--- src/rtl/sram_port_pkg.sv ---
package sram_port_pkg;

    typedef enum logic [2:0] {
        ST_IDLE,
        ST_WR_PULSE,
        ST_WR_RECOV,
        ST_RD_ACCESS,
        ST_RD_TURN
    } seq_state_e;

    // nanoseconds to clock cycles, rounded up
    function automatic int unsigned ns_to_cyc(input int unsigned ns, input int unsigned clk_ns);
        return (ns + clk_ns - 1) / clk_ns;
    endfunction

    function automatic int unsigned max2(input int unsigned a, input int unsigned b);
        return (a > b) ? a : b;
    endfunction

endpackage

--- src/rtl/sram_wait_timer.sv ---
module sram_wait_timer #(
    parameter int CNT_W = 3
) (
    input  logic             clk,
    input  logic             rst_n,
    input  logic             load,
    input  logic [CNT_W-1:0] load_val,
    output logic             zero
);

    logic [CNT_W-1:0] cnt_d, cnt_q;

    always_comb begin
        cnt_d = cnt_q;
        if (load) begin
            cnt_d = load_val;
        end else if (cnt_q != '0) begin
            cnt_d = cnt_q - 1'b1;
        end
    end

    always_ff @(posedge clk or negedge rst_n) begin
        if (!rst_n) begin
            cnt_q <= '0;
        end else begin
            cnt_q <= cnt_d;
        end
    end

    assign zero = (cnt_q == '0);

endmodule

--- src/rtl/sram_read_capture.sv ---
module sram_read_capture #(
    parameter int DATA_W = 8
) (
    input  logic              clk,
    input  logic              rst_n,
    input  logic              capture,
    input  logic [DATA_W-1:0] dq_in,
    output logic [DATA_W-1:0] rd_data,
    output logic              rd_valid
);

    typedef struct packed {
        logic [DATA_W-1:0] data;
        logic              valid;
    } cap_t;

    cap_t cap_d, cap_q;

    always_comb begin
        cap_d       = cap_q;
        cap_d.valid = capture;
        if (capture) begin
            cap_d.data = dq_in;
        end
    end

    always_ff @(posedge clk or negedge rst_n) begin
        if (!rst_n) begin
            cap_q <= '0;
        end else begin
            cap_q <= cap_d;
        end
    end

    assign rd_data  = cap_q.data;
    assign rd_valid = cap_q.valid;

    AST_RDV_PULSE: assert property (@(posedge clk) disable iff (!rst_n)
        rd_valid |=> !rd_valid);

endmodule

--- src/rtl/sram_port_ctrl.sv ---
module sram_port_ctrl
    import sram_port_pkg::*;
#(
    parameter int ADDR_W = 18,
    parameter int DATA_W = 8,
    parameter int CLK_NS = 10,
    parameter int T_WC   = 55,  // write cycle
    parameter int T_WP   = 45,  // strobe width
    parameter int T_AW   = 50,  // address valid to strobe end
    parameter int T_DW   = 25,  // data setup to strobe end
    parameter int T_RC   = 55,  // read cycle
    parameter int T_AA   = 55,  // address access
    parameter int T_OE   = 30,  // output enable access
    parameter int T_HZ   = 20   // output float
) (
    input  logic              clk,
    input  logic              rst_n,
    input  logic              req_valid,
    output logic              req_ready,
    input  logic              req_write,
    input  logic [ADDR_W-1:0] req_addr,
    input  logic [DATA_W-1:0] req_wdata,
    output logic              rd_valid,
    output logic [DATA_W-1:0] rd_data,
    output logic [ADDR_W-1:0] mem_addr,
    output logic              mem_sel_n,
    output logic              mem_sel,
    output logic              mem_we_n,
    output logic              mem_oe_n,
    output logic [DATA_W-1:0] mem_dq_out,
    output logic              mem_dq_oe,
    input  logic [DATA_W-1:0] mem_dq_in
);

    localparam int unsigned WP_CYC  = max2(1, max2(ns_to_cyc(T_WP, CLK_NS),
                                      max2(ns_to_cyc(T_AW, CLK_NS), ns_to_cyc(T_DW, CLK_NS))));
    localparam int unsigned WC_CYC  = ns_to_cyc(T_WC, CLK_NS);
    localparam int unsigned REC_CYC = (WC_CYC > WP_CYC) ? (WC_CYC - WP_CYC) : 0;
    localparam int unsigned RA_CYC  = max2(1, max2(ns_to_cyc(T_RC, CLK_NS),
                                      max2(ns_to_cyc(T_AA, CLK_NS), ns_to_cyc(T_OE, CLK_NS))));
    localparam int unsigned HZ_CYC  = ns_to_cyc(T_HZ, CLK_NS);
    localparam int unsigned MAX_LD  = max2(max2(WP_CYC, RA_CYC), max2(REC_CYC, HZ_CYC));
    localparam int          CNT_W   = $clog2(MAX_LD + 1);

    typedef struct packed {
        seq_state_e        state;
        logic [ADDR_W-1:0] addr;
        logic [DATA_W-1:0] wdata;
        logic              sel_n;
        logic              sel;
        logic              we_n;
        logic              oe_n;
        logic              dq_oe;
    } ctl_t;

    localparam ctl_t CTL_IDLE = '{
        state: ST_IDLE, addr: '0, wdata: '0,
        sel_n: 1'b1, sel: 1'b0, we_n: 1'b1, oe_n: 1'b1, dq_oe: 1'b0
    };

    ctl_t             ctl_d, ctl_q;
    logic             tmr_load;
    logic [CNT_W-1:0] tmr_val;
    logic             tmr_zero;
    logic             cap_en;

    always_comb begin
        ctl_d    = ctl_q;
        tmr_load = 1'b0;
        tmr_val  = '0;
        cap_en   = 1'b0;
        unique case (ctl_q.state)
            ST_IDLE: begin
                if (req_valid) begin
                    ctl_d.addr  = req_addr;
                    ctl_d.sel_n = 1'b0;
                    ctl_d.sel   = 1'b1;
                    tmr_load    = 1'b1;
                    if (req_write) begin
                        // strobe falls with the select: memory never drives
                        ctl_d.state = ST_WR_PULSE;
                        ctl_d.wdata = req_wdata;
                        ctl_d.we_n  = 1'b0;
                        ctl_d.dq_oe = 1'b1;
                        tmr_val     = CNT_W'(WP_CYC - 1);
                    end else begin
                        ctl_d.state = ST_RD_ACCESS;
                        ctl_d.oe_n  = 1'b0;
                        tmr_val     = CNT_W'(RA_CYC - 1);
                    end
                end
            end
            ST_WR_PULSE: begin
                if (tmr_zero) begin
                    ctl_d.sel_n = 1'b1;
                    ctl_d.sel   = 1'b0;
                    ctl_d.we_n  = 1'b1;
                    ctl_d.dq_oe = 1'b0;
                    if (REC_CYC > 0) begin
                        ctl_d.state = ST_WR_RECOV;
                        tmr_load    = 1'b1;
                        tmr_val     = CNT_W'(REC_CYC - 1);
                    end else begin
                        ctl_d.state = ST_IDLE;
                    end
                end
            end
            ST_WR_RECOV: begin
                if (tmr_zero) begin
                    ctl_d.state = ST_IDLE;
                end
            end
            ST_RD_ACCESS: begin
                if (tmr_zero) begin
                    cap_en      = 1'b1;
                    ctl_d.sel_n = 1'b1;
                    ctl_d.sel   = 1'b0;
                    ctl_d.oe_n  = 1'b1;
                    if (HZ_CYC > 0) begin
                        ctl_d.state = ST_RD_TURN;
                        tmr_load    = 1'b1;
                        tmr_val     = CNT_W'(HZ_CYC - 1);
                    end else begin
                        ctl_d.state = ST_IDLE;
                    end
                end
            end
            ST_RD_TURN: begin
                if (tmr_zero) begin
                    ctl_d.state = ST_IDLE;
                end
            end
            default: ctl_d = CTL_IDLE;
        endcase
    end

    always_ff @(posedge clk or negedge rst_n) begin
        if (!rst_n) begin
            ctl_q <= CTL_IDLE;
        end else begin
            ctl_q <= ctl_d;
        end
    end

    sram_wait_timer #(
        .CNT_W (CNT_W)
    ) u_timer (
        .clk      (clk),
        .rst_n    (rst_n),
        .load     (tmr_load),
        .load_val (tmr_val),
        .zero     (tmr_zero)
    );

    sram_read_capture #(
        .DATA_W (DATA_W)
    ) u_capture (
        .clk      (clk),
        .rst_n    (rst_n),
        .capture  (cap_en),
        .dq_in    (mem_dq_in),
        .rd_data  (rd_data),
        .rd_valid (rd_valid)
    );

    assign req_ready  = (ctl_q.state == ST_IDLE);
    assign mem_addr   = ctl_q.addr;
    assign mem_sel_n  = ctl_q.sel_n;
    assign mem_sel    = ctl_q.sel;
    assign mem_we_n   = ctl_q.we_n;
    assign mem_oe_n   = ctl_q.oe_n;
    assign mem_dq_out = ctl_q.wdata;
    assign mem_dq_oe  = ctl_q.dq_oe;

    AST_IDLE_PINS: assert property (@(posedge clk) disable iff (!rst_n)
        req_ready |-> (mem_sel_n && !mem_sel && mem_we_n && mem_oe_n && !mem_dq_oe && !rd_valid));

    AST_SEL_PAIR: assert property (@(posedge clk) disable iff (!rst_n)
        mem_sel_n != mem_sel);

    AST_STROBE_DRIVES: assert property (@(posedge clk) disable iff (!rst_n)
        !mem_we_n |-> (mem_dq_oe && !mem_sel_n && mem_oe_n));

    AST_ADDR_HOLD: assert property (@(posedge clk) disable iff (!rst_n)
        (!mem_sel_n && $past(!mem_sel_n)) |-> $stable(mem_addr));

    AST_NO_CONTENTION: assert property (@(posedge clk) disable iff (!rst_n)
        !(mem_dq_oe && !mem_oe_n));

    AST_READ_STROBE_HIGH: assert property (@(posedge clk) disable iff (!rst_n)
        !mem_oe_n |-> (mem_we_n && !mem_sel_n));

endmodule

--- config.mk ---
export PLATFORM = sky130hd
export DESIGN_NAME = sram_port_ctrl
export DESIGN_NICKNAME = d
export VERILOG_FILES = /design/src/rtl/sram_port_pkg.sv /design/src/rtl/sram_wait_timer.sv /design/src/rtl/sram_read_capture.sv /design/src/rtl/sram_port_ctrl.sv
export SDC_FILE = /design/constraint.sdc
export NUM_CORES = 1
export LEC_CHECK = 0
export ABC_AREA = 1
export BUFFER_PORTS_ARGS = -buffer_cell sky130_fd_sc_hd__buf_2
export CORE_MARGIN = 3
export CORE_UTILIZATION = 53
export DETAILED_ROUTE_END_ITERATION = 10
export PLACE_DENSITY = 0.91
export SLEW_MARGIN = 20
export SYNTH_ARGS = -nofsm -noshare
export SYNTH_HDL_FRONTEND = slang
export SYNTH_SLANG_ARGS = --single-unit
--- constraint.sdc ---
create_clock -name clk -period 3.5 [get_ports clk]
set_input_delay 0.875 -clock clk [delete_from_list [all_inputs] [get_ports clk]]
set_output_delay 0.875 -clock clk [all_outputs]
set_load 0.005 [all_outputs]
; ---- Yosys cells after proc, flatten, opt, wreduce, memory -nomap -nowiden
; Index checks and enable logic that the tools add are counted.
[totals]
ff_bits = 46
inputBits = 38
out_inout_bits = 41
elab_cells = 70
[op_classes]
n_addsub = 1
eq_ne = 10
muxes = 29
n_bitwise = 4
reduce_logical = 15
[ops]
columns = operator, count
row1 = $pmux 26 s2, 1
row2 = $mux 34, 1
row3 = $mux 3, 7
row4 = $reduce_and 4->1, 4
row5 = $pmux 3 s4, 1
row6 = $mux 1, 10
row7 = $pmux 1 s3, 3
row8 = $mux 8, 1
row9 = $ne 2x2->1 const B, 4
row10 = $pmux 2 s4, 1
row11 = $eq 3x2->1 const B, 2
row12 = $logic_not 3->1, 2
row13 = $pmux 3 s2, 1
row14 = $reduce_or 3->1, 2
row15 = $mux 2, 2
row16 = $ne 2x1->1 const B, 2
row17 = $not 1->1, 4
row18 = $reduce_or 2->1, 2
row19 = $reduce_or 4->1, 1
row20 = $eq 3x1->1 const B, 1
row21 = $eq 3x3->1 const B, 1
row22 = $reduce_and 3->1, 1
row23 = $reduce_bool 3->1, 1
row24 = $sub 3x1->3 const B, 1
row25 = 3 further kinds, 3

; ---- Longest topological paths before layout
; Gate-level depths: netlist of run 1.
[depth]
word_depth = 4
ltp_mapped = 11
ltp_nobuf = 11

; ---- Hierarchy
; Synthesis of run 1 repeated with hierarchy kept, for this count alone.
[hier_totals]
cells_unflattened = 299
hier_area_um2 = 2459.9
[by_module_without_submodules]
columns = mod, n_inst, cells_per_inst, area_each_um2, seq_area_each_um2
row1 = sram_port_ctrl, 1, 232, 1921.8, 854.6
row2 = sram_read_capture, 1, 35, 330.3, 225.2
row3 = sram_wait_timer, 1, 32, 207.7, 75.1

; ---- Least setup slack after synthesis of run 1
; No wires, ideal clock.
[synth_path]
path_type = register to output
start = reg ctl_q[33] (netlist name)
end = out req_ready
t_arrival_ns = 0.997
required_ns = 2.625
setup_slack_ns = 1.628
stages_incl_launch_ff = 5
path_buffers = 1
path_cell_list = dfrtp_1 nor2_2 nand2_1 inv_1 buf_2
[synth_between]
elab_chain_cells = 1
[synth_rtl]
columns = item, line_no
row1 = "start, declared", sram_port_ctrl.sv:61  ; ctl_t ctl_d, ctl_q;
row2 = "start signal, assigned", sram_port_ctrl.sv:141  ; ctl_q <= ctl_d;
row3 = $logic_not 3->1, sram_port_ctrl.sv:166  ; assign req_ready = (ctl_q.state == ST_IDLE);
row4 = "end, declared", sram_port_ctrl.sv:19  ; output logic req_ready,
; Every way passes these cells.

; ---- Worst setup path after layout of run 1
; Same ends and word-level chain as after synthesis.

==> results of run 1 <==
[flip-flops by register name, indices dropped and copies added (netlist names)]
register	flops
u_timer.cnt_q	3
mem_dq_oe	1
mem_we_n	1
u_capture.rd_valid	1
u_capture.rd_data	8
mem_oe_n	1
mem_sel	1
mem_dq_out	8
mem_sel_n	1
ctl_q	3
mem_addr	18
[through the flow]
stage,std cells,hold slack (ps),setup WS (ps),area (um^2),utilization [%]
finish,370,464,1240,2560,66.4
global route,370,481,1140,2560,66.4
CTS,370,465,1220,2560,66.4
detailed placement,362,452,1470,2440,63.4
global placement,362,448,1540,2440,63.4
floorplan,267,443,1630,2230,-
[kinds of logic (layout without fill, tap and decap cells)]
| family | Yosys count | count (layout) | synth area share [%] |
|---|---|---|---|
| AOI/OAI and AO/OA | 5 | 5 | 1.12 |
| xor gates and xnor gates | 1 | 1 | 0.392 |
| adders and majority gates | 2 | 2 | 1.12 |
| buffers and inverters | 49 | 104 | 14.0 |
| DFF | 46 | 46 | 51.7 |
| and+or+nand+nor | 164 | 164 | 31.7 |
[layer usage]
metal  global-route usage, %  routed length (um)  vias to the layer above
met1                    24.7                2020                      837
met2                    29.6                1990                       70
met3                    6.11                 402                        4
met5                       0                   0                        -
li1                        -                   -                      916
met4                    5.01                  36                        0
[area by class of cell]
class | instances | area (um^2)
timing repair buffer | 79 | 400
tap | 48 | 60.1
sequential | 46 | 1150
clock inverter | 3 | 43.8
multi-input combinational | 172 | 766
inverter | 17 | 66.3
fill | 323 | 1290
clock buffer | 5 | 68.8
[cells in the final DEF (no fill, tap or decap)]
master / Yosys / routed
nand2_1: 109 / 109
inv_4: 1 / 1
clkbuf_8: 0 / 5
nand3_2: 1 / 1
nor2_1: 8 / 8
nand3b_2: 1 / 1
clkinv_2: 0 / 1
clkinv_1: 2 / 2
a21oi_1: 2 / 2
nand2_2: 2 / 2
dfrtp_1: 43 / 43
nand4_1: 1 / 1
bufinv_16: 0 / 1
nor2_8: 1 / 1
ha_1: 2 / 2
inv_1: 14 / 14
nor2_2: 1 / 1
buf_4: 27 / 2
or2_2: 1 / 1
dfstp_2: 3 / 3
inv_6: 0 / 1
xor2_1: 1 / 1
nand3_1: 39 / 39
buf_2: 1 / 77
o21ai_0: 3 / 3
[power breakdown]
| part | total [mW] | internal (mW) | switching [mW] |
|---|---|---|---|
| clock network | 0.392 | 0.214 | 0.178 |
| registers | 0.872 | 0.753 | 0.120 |
| logic | 1.14 | 0.406 | 0.734 |
[path summary, 6_finish.rpt]
| path | end | depth (start not counted) | from | slack, ps |
|---|---|---|---|---|
| max | req_ready | 4 | ctl_q[33]$_DFFE_PN0P_ | 1240 |
| min | mem_we_n$_DFFE_PN1P_ | 2 | mem_we_n$_DFFE_PN1P_ | 460 |
| max reg2reg | u_capture.rd_data[3]$_DFFE_PN0P_ | 8 | u_timer.cnt_q[0]$_DFFE_PN0P_ | 1630 |
| min reg2reg | mem_we_n$_DFFE_PN1P_ | 2 | mem_we_n$_DFFE_PN1P_ | 460 |
| max in group asynchronous | mem_sel_n$_DFFE_PN1P_ | 1 | rst_n | 2550 |
| min in group asynchronous | mem_dq_out[4]$_DFFE_PN0P_ | 1 | rst_n | 560 |
[critical path: stages, from the launching register on]
cell,delay [ps]
dfrtp_1,440
nor2_2,240
nand2_1,170
inv_1,120
buf_2,120
==> out/results.ini, run 1 <==
[synth]
number_of_synthesized_flops_with_an_enable_pin = 0
netlist.area_leader.share_pct = 48.2
netlist-cell-type-count = 23
synth_top_flop_cell = dfrtp_1
post_synth_inst_count = 267
post-synth-top-count-cell = nand2_1
postSynthAreaPerCell_um2 = 8.36
synth_async_sr_flop_share_pct = 100
ys_top_cells_by_count = nand2_1, dfrtp_1, nand3_1, buf_4, inv_1
synth_fp_nets = 307
synth-seq-cells = 46
yosys_warnings = 0
synth.largest_area_cell = dfrtp_1
netlist_area_um2 = 2230
post_synth_main_area_contributors = dfrtp_1, nand2_1, buf_4
ys_seq_area_share_pct = 51.7

[place]
globalplace.congestion = 0.909
port-buffer-count = 78
dp.final_hpwl_um = 3260

[clock_tree]
numCtsBuffers = 5
ctsRootBufferMaster = clkbuf_8
cts.repair_timing.setup_buffer_count = 0
cts.sinks = 46
number_of_resized_instances_in_the_post_cts_repair_step = 0
cts_hold_repair.buffers = 0
cts-root-to-sink-buffers = 2
cts_tree = yes
htree_num_levels = 2
clk_transition_reported_paths_ps = 80
worst_skew_pair.late_latency_ps = 300

[timing]
worst_slew_margin_pct = 63.0
fmax_mhz = 443
slew_violations = 0
worst-slew-pin-transition_ps = 555
timing.final.setup_violations = 0
period_share_pct = 64.5
totalNegativeSetupSlack_ps = 0
unrepaired_setup_endpoints_after_global_routing = no
final.setup_skew_ps = 5.98
finalHoldViolCount = 0
post-route-min-period_ps = 2260

[global_routing]
grt_antenna_before_repair = 0
grt_first_pass_wirelength_um = 7630
grt_util_all_layers_pct = 18.6
grt_start_max_net_pins = 47
vias_in_the_first_global_route = 1752
gr_overflow_total = 0

[pwr]
p_leak_nw = 1.55
pwr_density_cell_nw_per_um2 = 939
finalPower_mw = 2.40
ir_drop_v = 0.000490

[die]
floorplan.rows = 22
dieArea_um2 = 5030
num_io_pins = 79
start_util_pct = 57.9
design.core.area_um2 = 3850
dieWidth_um = 70.9
die-height_um = 70.9

[setup_path]
worst_endpoint_required_time_ps = 2620
worstSetupPathType = reg2out
crit_arrival_ps = 1380
path_max_fanout = 6
cp-end-kind = primary output
worst_setup_path_start_kind = flip-flop

[flow_run]
maxCapViolations = 0

[detailed_routing]
final_antenna_net_count = 0
dr_total_vias = 1827
route.detailed.vias_per_inst = 4.94
first_pass_iters = 4
detail_route.wl_per_cell_um = 12.0
drc_errors = 0
wirelength_um = 4450
drt-initial-drc-count = 143

[layout]
fin_nets = 361
fraction_of_final_layout_cells_with_drive_strength_greater_than_1_pct = 30.4
diodes = 0
area_delta_synth_final_pct = 14.7

[outcome]
status = completed

[worst_hold_path]
type_of_the_worst_min_delay_path = reg2reg

No activity file was read; power rests on OpenSTA's default activity.
==> inputs of run 2 (changes only) <==
CORE_UTILIZATION = 49   (was 53)
PLACE_DENSITY = 0.86   (was 0.91)
clock period = 2.3 ns   (was 3.5 ns; I/O delays follow)
==> run 2 against run 1 <==
Combinational power increased by 52%. Via count decreased by 0.88%. Clock skew shrank 1.4 ps. Largest power group unchanged.
==> out/results.ini, run 2 (same netlist as run 1, synthesis figures left out) <==
[detailed_routing]
final_antenna_net_count = 0  ; unchanged
detail_route.wl_per_cell_um = 11.6  ; -3.7%
drc_errors = 0  ; unchanged
route.detailed.vias_per_inst = 4.87  ; -1.4%
first_pass_iters = 4  ; unchanged
wirelength_um = 4310  ; -3.1%
dr_total_vias = 1811  ; -0.88%
drt-initial-drc-count = 70  ; -51%

[timing]
period_share_pct = 85.6
fmax_mhz = 508
worst-slew-pin-transition_ps = 513  ; -41.6 ps
unrepaired_setup_endpoints_after_global_routing = no
final.setup_skew_ps = 4.59  ; -1.39 ps
slew_violations = 0  ; unchanged
worst_slew_margin_pct = 65.6  ; +2.6 points
totalNegativeSetupSlack_ps = 0  ; unchanged
finalHoldViolCount = 0  ; unchanged
timing.final.setup_violations = 0  ; unchanged
post-route-min-period_ps = 1970
hold_slack_ps = 256  ; -208 ps
post-route-worst-setup-slack_ps = 331  ; -911 ps

[place]
port-buffer-count = 78  ; unchanged
dp.final_hpwl_um = 3230  ; -0.91%
globalplace.congestion = 0.861  ; -5.3%
preCtsSetupSlack_ps = 458  ; -1010 ps
dp_cells = 365  ; +0.83%

[setup_path]
cp-end-kind = primary output
worst_endpoint_required_time_ps = 1730  ; -890 ps
critical_path_cell_count = 4  ; unchanged
crit_slowest_cell = dfrtp_1
critPathTopFamily = flip-flops
worstSetupPathType = reg2out
worst_setup_path_start_kind = flip-flop
r2r-start = u_timer.cnt_q[0]$_DFFE_PN0P_
ff2ff_path_depth = 8  ; unchanged
crit_path_max_incr_delay_ps = 450  ; about the same
critical_path_buffers_and_inverters = 2  ; unchanged
worstPathCellList = nor2_2, nand2_1, inv_1, buf_2
worst_setup_path_startpoint = ctl_q[33]$_DFFE_PN0P_
path_max_fanout = 6  ; unchanged
crit_arrival_ps = 1390  ; about the same

[flow_run]
maxCapViolations = 0  ; unchanged

[die]
floorplan.rows = 23  ; +4.5%
num_io_pins = 79  ; unchanged
die-height_um = 73.5  ; +3.7%
start_util_pct = 53.1  ; -4.8 points
dieArea_um2 = 5400  ; +7.5%
dieWidth_um = 73.5  ; +3.7%
design.core.area_um2 = 4200  ; +9.0%

[global_routing]
vias_in_the_first_global_route = 1624  ; -7.3%
gr_overflow_total = 0  ; unchanged
grt_antenna_before_repair = 0  ; unchanged
grt_first_pass_wirelength_um = 7010  ; -8.1%
grt_util_all_layers_pct = 16.3  ; -2.3 points
grt_start_max_net_pins = 47  ; unchanged

[clock_tree]
cts_tree = yes
cts-root-to-sink-buffers = 2  ; unchanged
cts.repair_timing.setup_buffer_count = 0  ; unchanged
number_of_resized_instances_in_the_post_cts_repair_step = 0  ; unchanged
htree_num_levels = 2  ; unchanged
clk_transition_reported_paths_ps = 80  ; about the same
numCtsBuffers = 5  ; unchanged
ctsRootBufferMaster = clkbuf_8
worst_skew_pair.late_latency_ps = 290  ; about the same
cts.sinks = 46  ; unchanged
cts_hold_repair.buffers = 0  ; unchanged

[layout]
highest_count_cells_in_the_layout_ignoring_fill_and_taps = nand2_1, buf_2, dfrtp_1
fraction_of_final_layout_cells_with_drive_strength_greater_than_1_pct = 30.1  ; -0.31 points
final_common_cell = nand2_1
largest_register_ff_count = 18  ; unchanged
fin_nets = 362  ; +0.28%
diodes = 0  ; unchanged
area_delta_synth_final_pct = 14.1
fillers = 362  ; +12%
final-instance-count-excl-fill = 372  ; +0.54%

[worst_hold_path]
type_of_the_worst_min_delay_path = in2async

[pwr]
finalPower_mw = 3.51  ; +46%
ir_drop_v = 0.000626  ; +28%
pwr_density_cell_nw_per_um2 = 1380  ; +47%
p_leak_nw = 1.54  ; -0.82%

[outcome]
status = completed

run 2: changes by cell type in the layout (fill, tap and decap cells not counted):
cell	before	now
clkbuf_1	0	1
buf_12	0	1
clkinv_2	1	0
clkinvlp_4	0	1
buf_4	2	1
inv_6	1	0
buf_2	77	78
bufinv_16	1	0
run 2: layout make-up:
cell class                 count  area [um^2]  share of cell area [%]
clock buffer                   6         72.6                    2.85
clock inverter                 1         7.51                   0.295
inverter                      17         66.3                    2.60
multi-input combinational    172          766                    30.1
sequential                    46         1150                    45.3
tap                           50         62.6                    2.46
timing repair buffer          80          418                    16.4
run 2: worst paths after layout:
check | end | slack [ps]
hold / removal | mem_dq_out[0]$_DFFE_PN0P_ | 260
max in group asynchronous | mem_sel_n$_DFFE_PN1P_ | 1780
setup reg to reg | u_capture.rd_data[5]$_DFFE_PN0P_ | 440
min in group clk | mem_we_n$_DFFE_PN1P_ | 470
setup / recovery | req_ready | 330
hold reg to reg | mem_we_n$_DFFE_PN1P_ | 470
run 2: through the flow:
| step | utilization, % | instance area (um^2) |
|---|---|---|
| finish | 60.6 | 2550 |
| global placement | 58.7 | 2470 |
| floorplan | - | 2230 |
| CTS | 60.6 | 2550 |
| global route | 60.6 | 2550 |
| detailed placement | 58.7 | 2470 |
run 2: where the power goes:
group / internal (mW) / switching (mW)
Combinational: 0.622 / 1.11
Sequential: 1.15 / 0.177
Clock: 0.208 / 0.248
Total: 1.98 / 1.53
run 2: layer usage:
metal | share of wire [%] | vias to the layer above | GRT usage [%]
met5 | 0 | - | 0
met4 | 0 | 0 | 3.02
met3 | 9.4 | 0 | 6.16
met2 | 45 | 75 | 26.2
met1 | 46 | 819 | 21.3
li1 | - | 917 | -
==> inputs of run 3 (changes only) <==
CORE_UTILIZATION = 40   (was 49)
PLACE_DENSITY = 0.73   (was 0.86)
==> run 3 against run 2 <==
Utilization fell by 11 points. First-iteration DRC count rose by 41%. Die area rose by 21%. Clock-buffer cell count did not move. Non-clock buffer count rose by 1. Sequential power barely moved. Combinational power rose by 2%. Sequential cell count did not move. Final area rose by 2.5%. Cell count rose by 5.9%. Via count rose by 1.8%. Critical endpoint unchanged. Largest cell class unchanged.
==> out/results.ini, run 3 (same netlist as run 1, synthesis figures left out) <==
[outcome]
status = completed

[die]
dieArea_um2 = 6510  ; +21%
num_io_pins = 79  ; unchanged
die-height_um = 80.7  ; +9.8%
design.core.area_um2 = 5240  ; +25%
floorplan.rows = 26  ; +13%
dieWidth_um = 80.7  ; +9.8%
start_util_pct = 42.6  ; -11 points

[timing]
worst_slew_margin_pct = 66.9  ; +1.2 points
fmax_mhz = 505  ; -0.61%
slew_violations = 0  ; unchanged
post-route-min-period_ps = 1980  ; +12.1 ps
final.setup_skew_ps = 8.75  ; +4.17 ps
totalNegativeSetupSlack_ps = 0  ; unchanged
period_share_pct = 86.1  ; +0.52 points
unrepaired_setup_endpoints_after_global_routing = no
finalHoldViolCount = 0  ; unchanged
timing.final.setup_violations = 0  ; unchanged
worst-slew-pin-transition_ps = 495  ; -18.3 ps

[detailed_routing]
route.detailed.vias_per_inst = 4.68  ; -3.9%
drt-initial-drc-count = 99  ; +41%
drc_errors = 0  ; unchanged
detail_route.wl_per_cell_um = 12.2  ; +5.4%
dr_total_vias = 1843  ; +1.8%
wirelength_um = 4810  ; +12%
first_pass_iters = 4  ; unchanged
final_antenna_net_count = 0  ; unchanged

[clock_tree]
number_of_resized_instances_in_the_post_cts_repair_step = 0  ; unchanged
cts-root-to-sink-buffers = 2  ; unchanged
cts_hold_repair.buffers = 0  ; unchanged
htree_num_levels = 2  ; unchanged
cts.repair_timing.setup_buffer_count = 0  ; unchanged
worst_skew_pair.late_latency_ps = 300  ; about the same
cts_tree = yes
numCtsBuffers = 5  ; unchanged
cts.sinks = 46  ; unchanged
ctsRootBufferMaster = clkbuf_8
clk_transition_reported_paths_ps = 90  ; about the same

[global_routing]
grt.busiest_layer = met2
grt_start_max_net_pins = 31  ; -34%
vias_in_the_first_global_route = 1759  ; +8.3%
grt_antenna_before_repair = 0  ; unchanged
grtUsageMet3_pct = 5.27  ; -0.89 points
grt_util_all_layers_pct = 16.3  ; +0.025 points
grt_first_pass_wirelength_um = 8190  ; +17%
globalRouteMet2Util_pct = 26.7  ; +0.56 points
met1_usage_pct = 20.8  ; -0.53 points
gr_overflow_total = 0  ; unchanged

[setup_path]
worstPathCellList = nor2_2, nand2_1, inv_1, buf_2
cp-end-kind = primary output
worst_endpoint_required_time_ps = 1730  ; about the same
worst_setup_path_start_kind = flip-flop
crit_path_max_incr_delay_ps = 450  ; about the same
worstSetupPathType = reg2out
crit_slowest_cell = dfrtp_1
crit_arrival_ps = 1410  ; +20 ps
path_max_fanout = 6  ; unchanged

[layout]
fin_nets = 363  ; +0.28%
final_common_cell = nand2_1
diodes = 0  ; unchanged
fraction_of_final_layout_cells_with_drive_strength_greater_than_1_pct = 30.6  ; +0.43 points
highest_count_cells_in_the_layout_ignoring_fill_and_taps = nand2_1, buf_2, dfrtp_1
largest_register_ff_count = 18  ; unchanged
area_delta_synth_final_pct = 16.9
final-instance-count-excl-fill = 394  ; +5.9%

[place]
dp.final_hpwl_um = 3610  ; +12%
dp_cells = 386  ; +5.8%
globalplace.congestion = 0.914  ; +6.2%
port-buffer-count = 78  ; unchanged

[pwr]
pwr_density_cell_nw_per_um2 = 1420  ; +3.0%
ir_drop_v = 0.000593  ; -5.3%
p_leak_nw = 1.56  ; +1.2%

[flow_run]
maxCapViolations = 0  ; unchanged

[worst_hold_path]
type_of_the_worst_min_delay_path = in2async

-- run 3: layer usage --
layer  wire length, um  share of wire (%)
met5                 0                  0
met4                47               0.98
met2              2300                 48
met3               354                7.4
met1              2110                 44
-- run 3: layout make-up --
type,instances,area (um^2)
Clock buffer,6,72.6
Clock inverter,2,37.5
Fill cell,508,2630
Inverter,17,66.3
Multi-Input combinational cell,172,766
Sequential cell,46,1150
Tap cell,70,87.6
Timing Repair Buffer,81,425
-- run 3: critical path: cells and delay by family (launching register included) --
family | cells | cell delay (ps)
flip-flops | 1 | 450
AND/OR/NAND/NOR | 2 | 420
buffers and inverters | 2 | 250
-- run 3: report_power, final --
group	total, mW	internal (mW)	leakage, nW	switching (mW)
clock	0.599	0.324	0.0514	0.274
combinational	1.77	0.636	0.921	1.14
sequential	1.33	1.15	0.585	0.183
total	3.70	2.11	1.56	1.59
-- run 3: stage by stage --
stage / utilization (%) / power (mW) / setup slack, ps / area, um^2 / hold WS, ps
after global placement: 47.7 / 3.08 / 509 / 2500 / 447
after floorplan: - / 2.78 / 728 / 2230 / 279
after CTS: 49.8 / 3.75 / 314 / 2610 / 197
after global routing: 49.8 / 4.09 / 166 / 2610 / 208
after detailed placement: 47.7 / 3.13 / 457 / 2500 / 454
final: 49.8 / 3.70 / 319 / 2610 / 188
-- run 3: path summary, 6_finish.rpt --
kind                                                     to                         start  slack (ps)  depth (start not counted)
min                                 mem_addr[9]$_DFFE_PN0P_                         rst_n         190                          1
min in group clk           u_capture.rd_data[3]$_DFFE_PN0P_                  mem_dq_in[3]         460                          3
max reg2reg                u_capture.rd_data[7]$_DFFE_PN0P_  u_timer.cnt_q[0]$_DFFE_PN0P_         450                          8
max                                               req_ready         ctl_q[33]$_DFFE_PN0P_         320                          4
max in group asynchronous              mem_we_n$_DFFE_PN1P_                         rst_n        1540                          2
min reg2reg                            mem_we_n$_DFFE_PN1P_          mem_we_n$_DFFE_PN1P_         470                          2
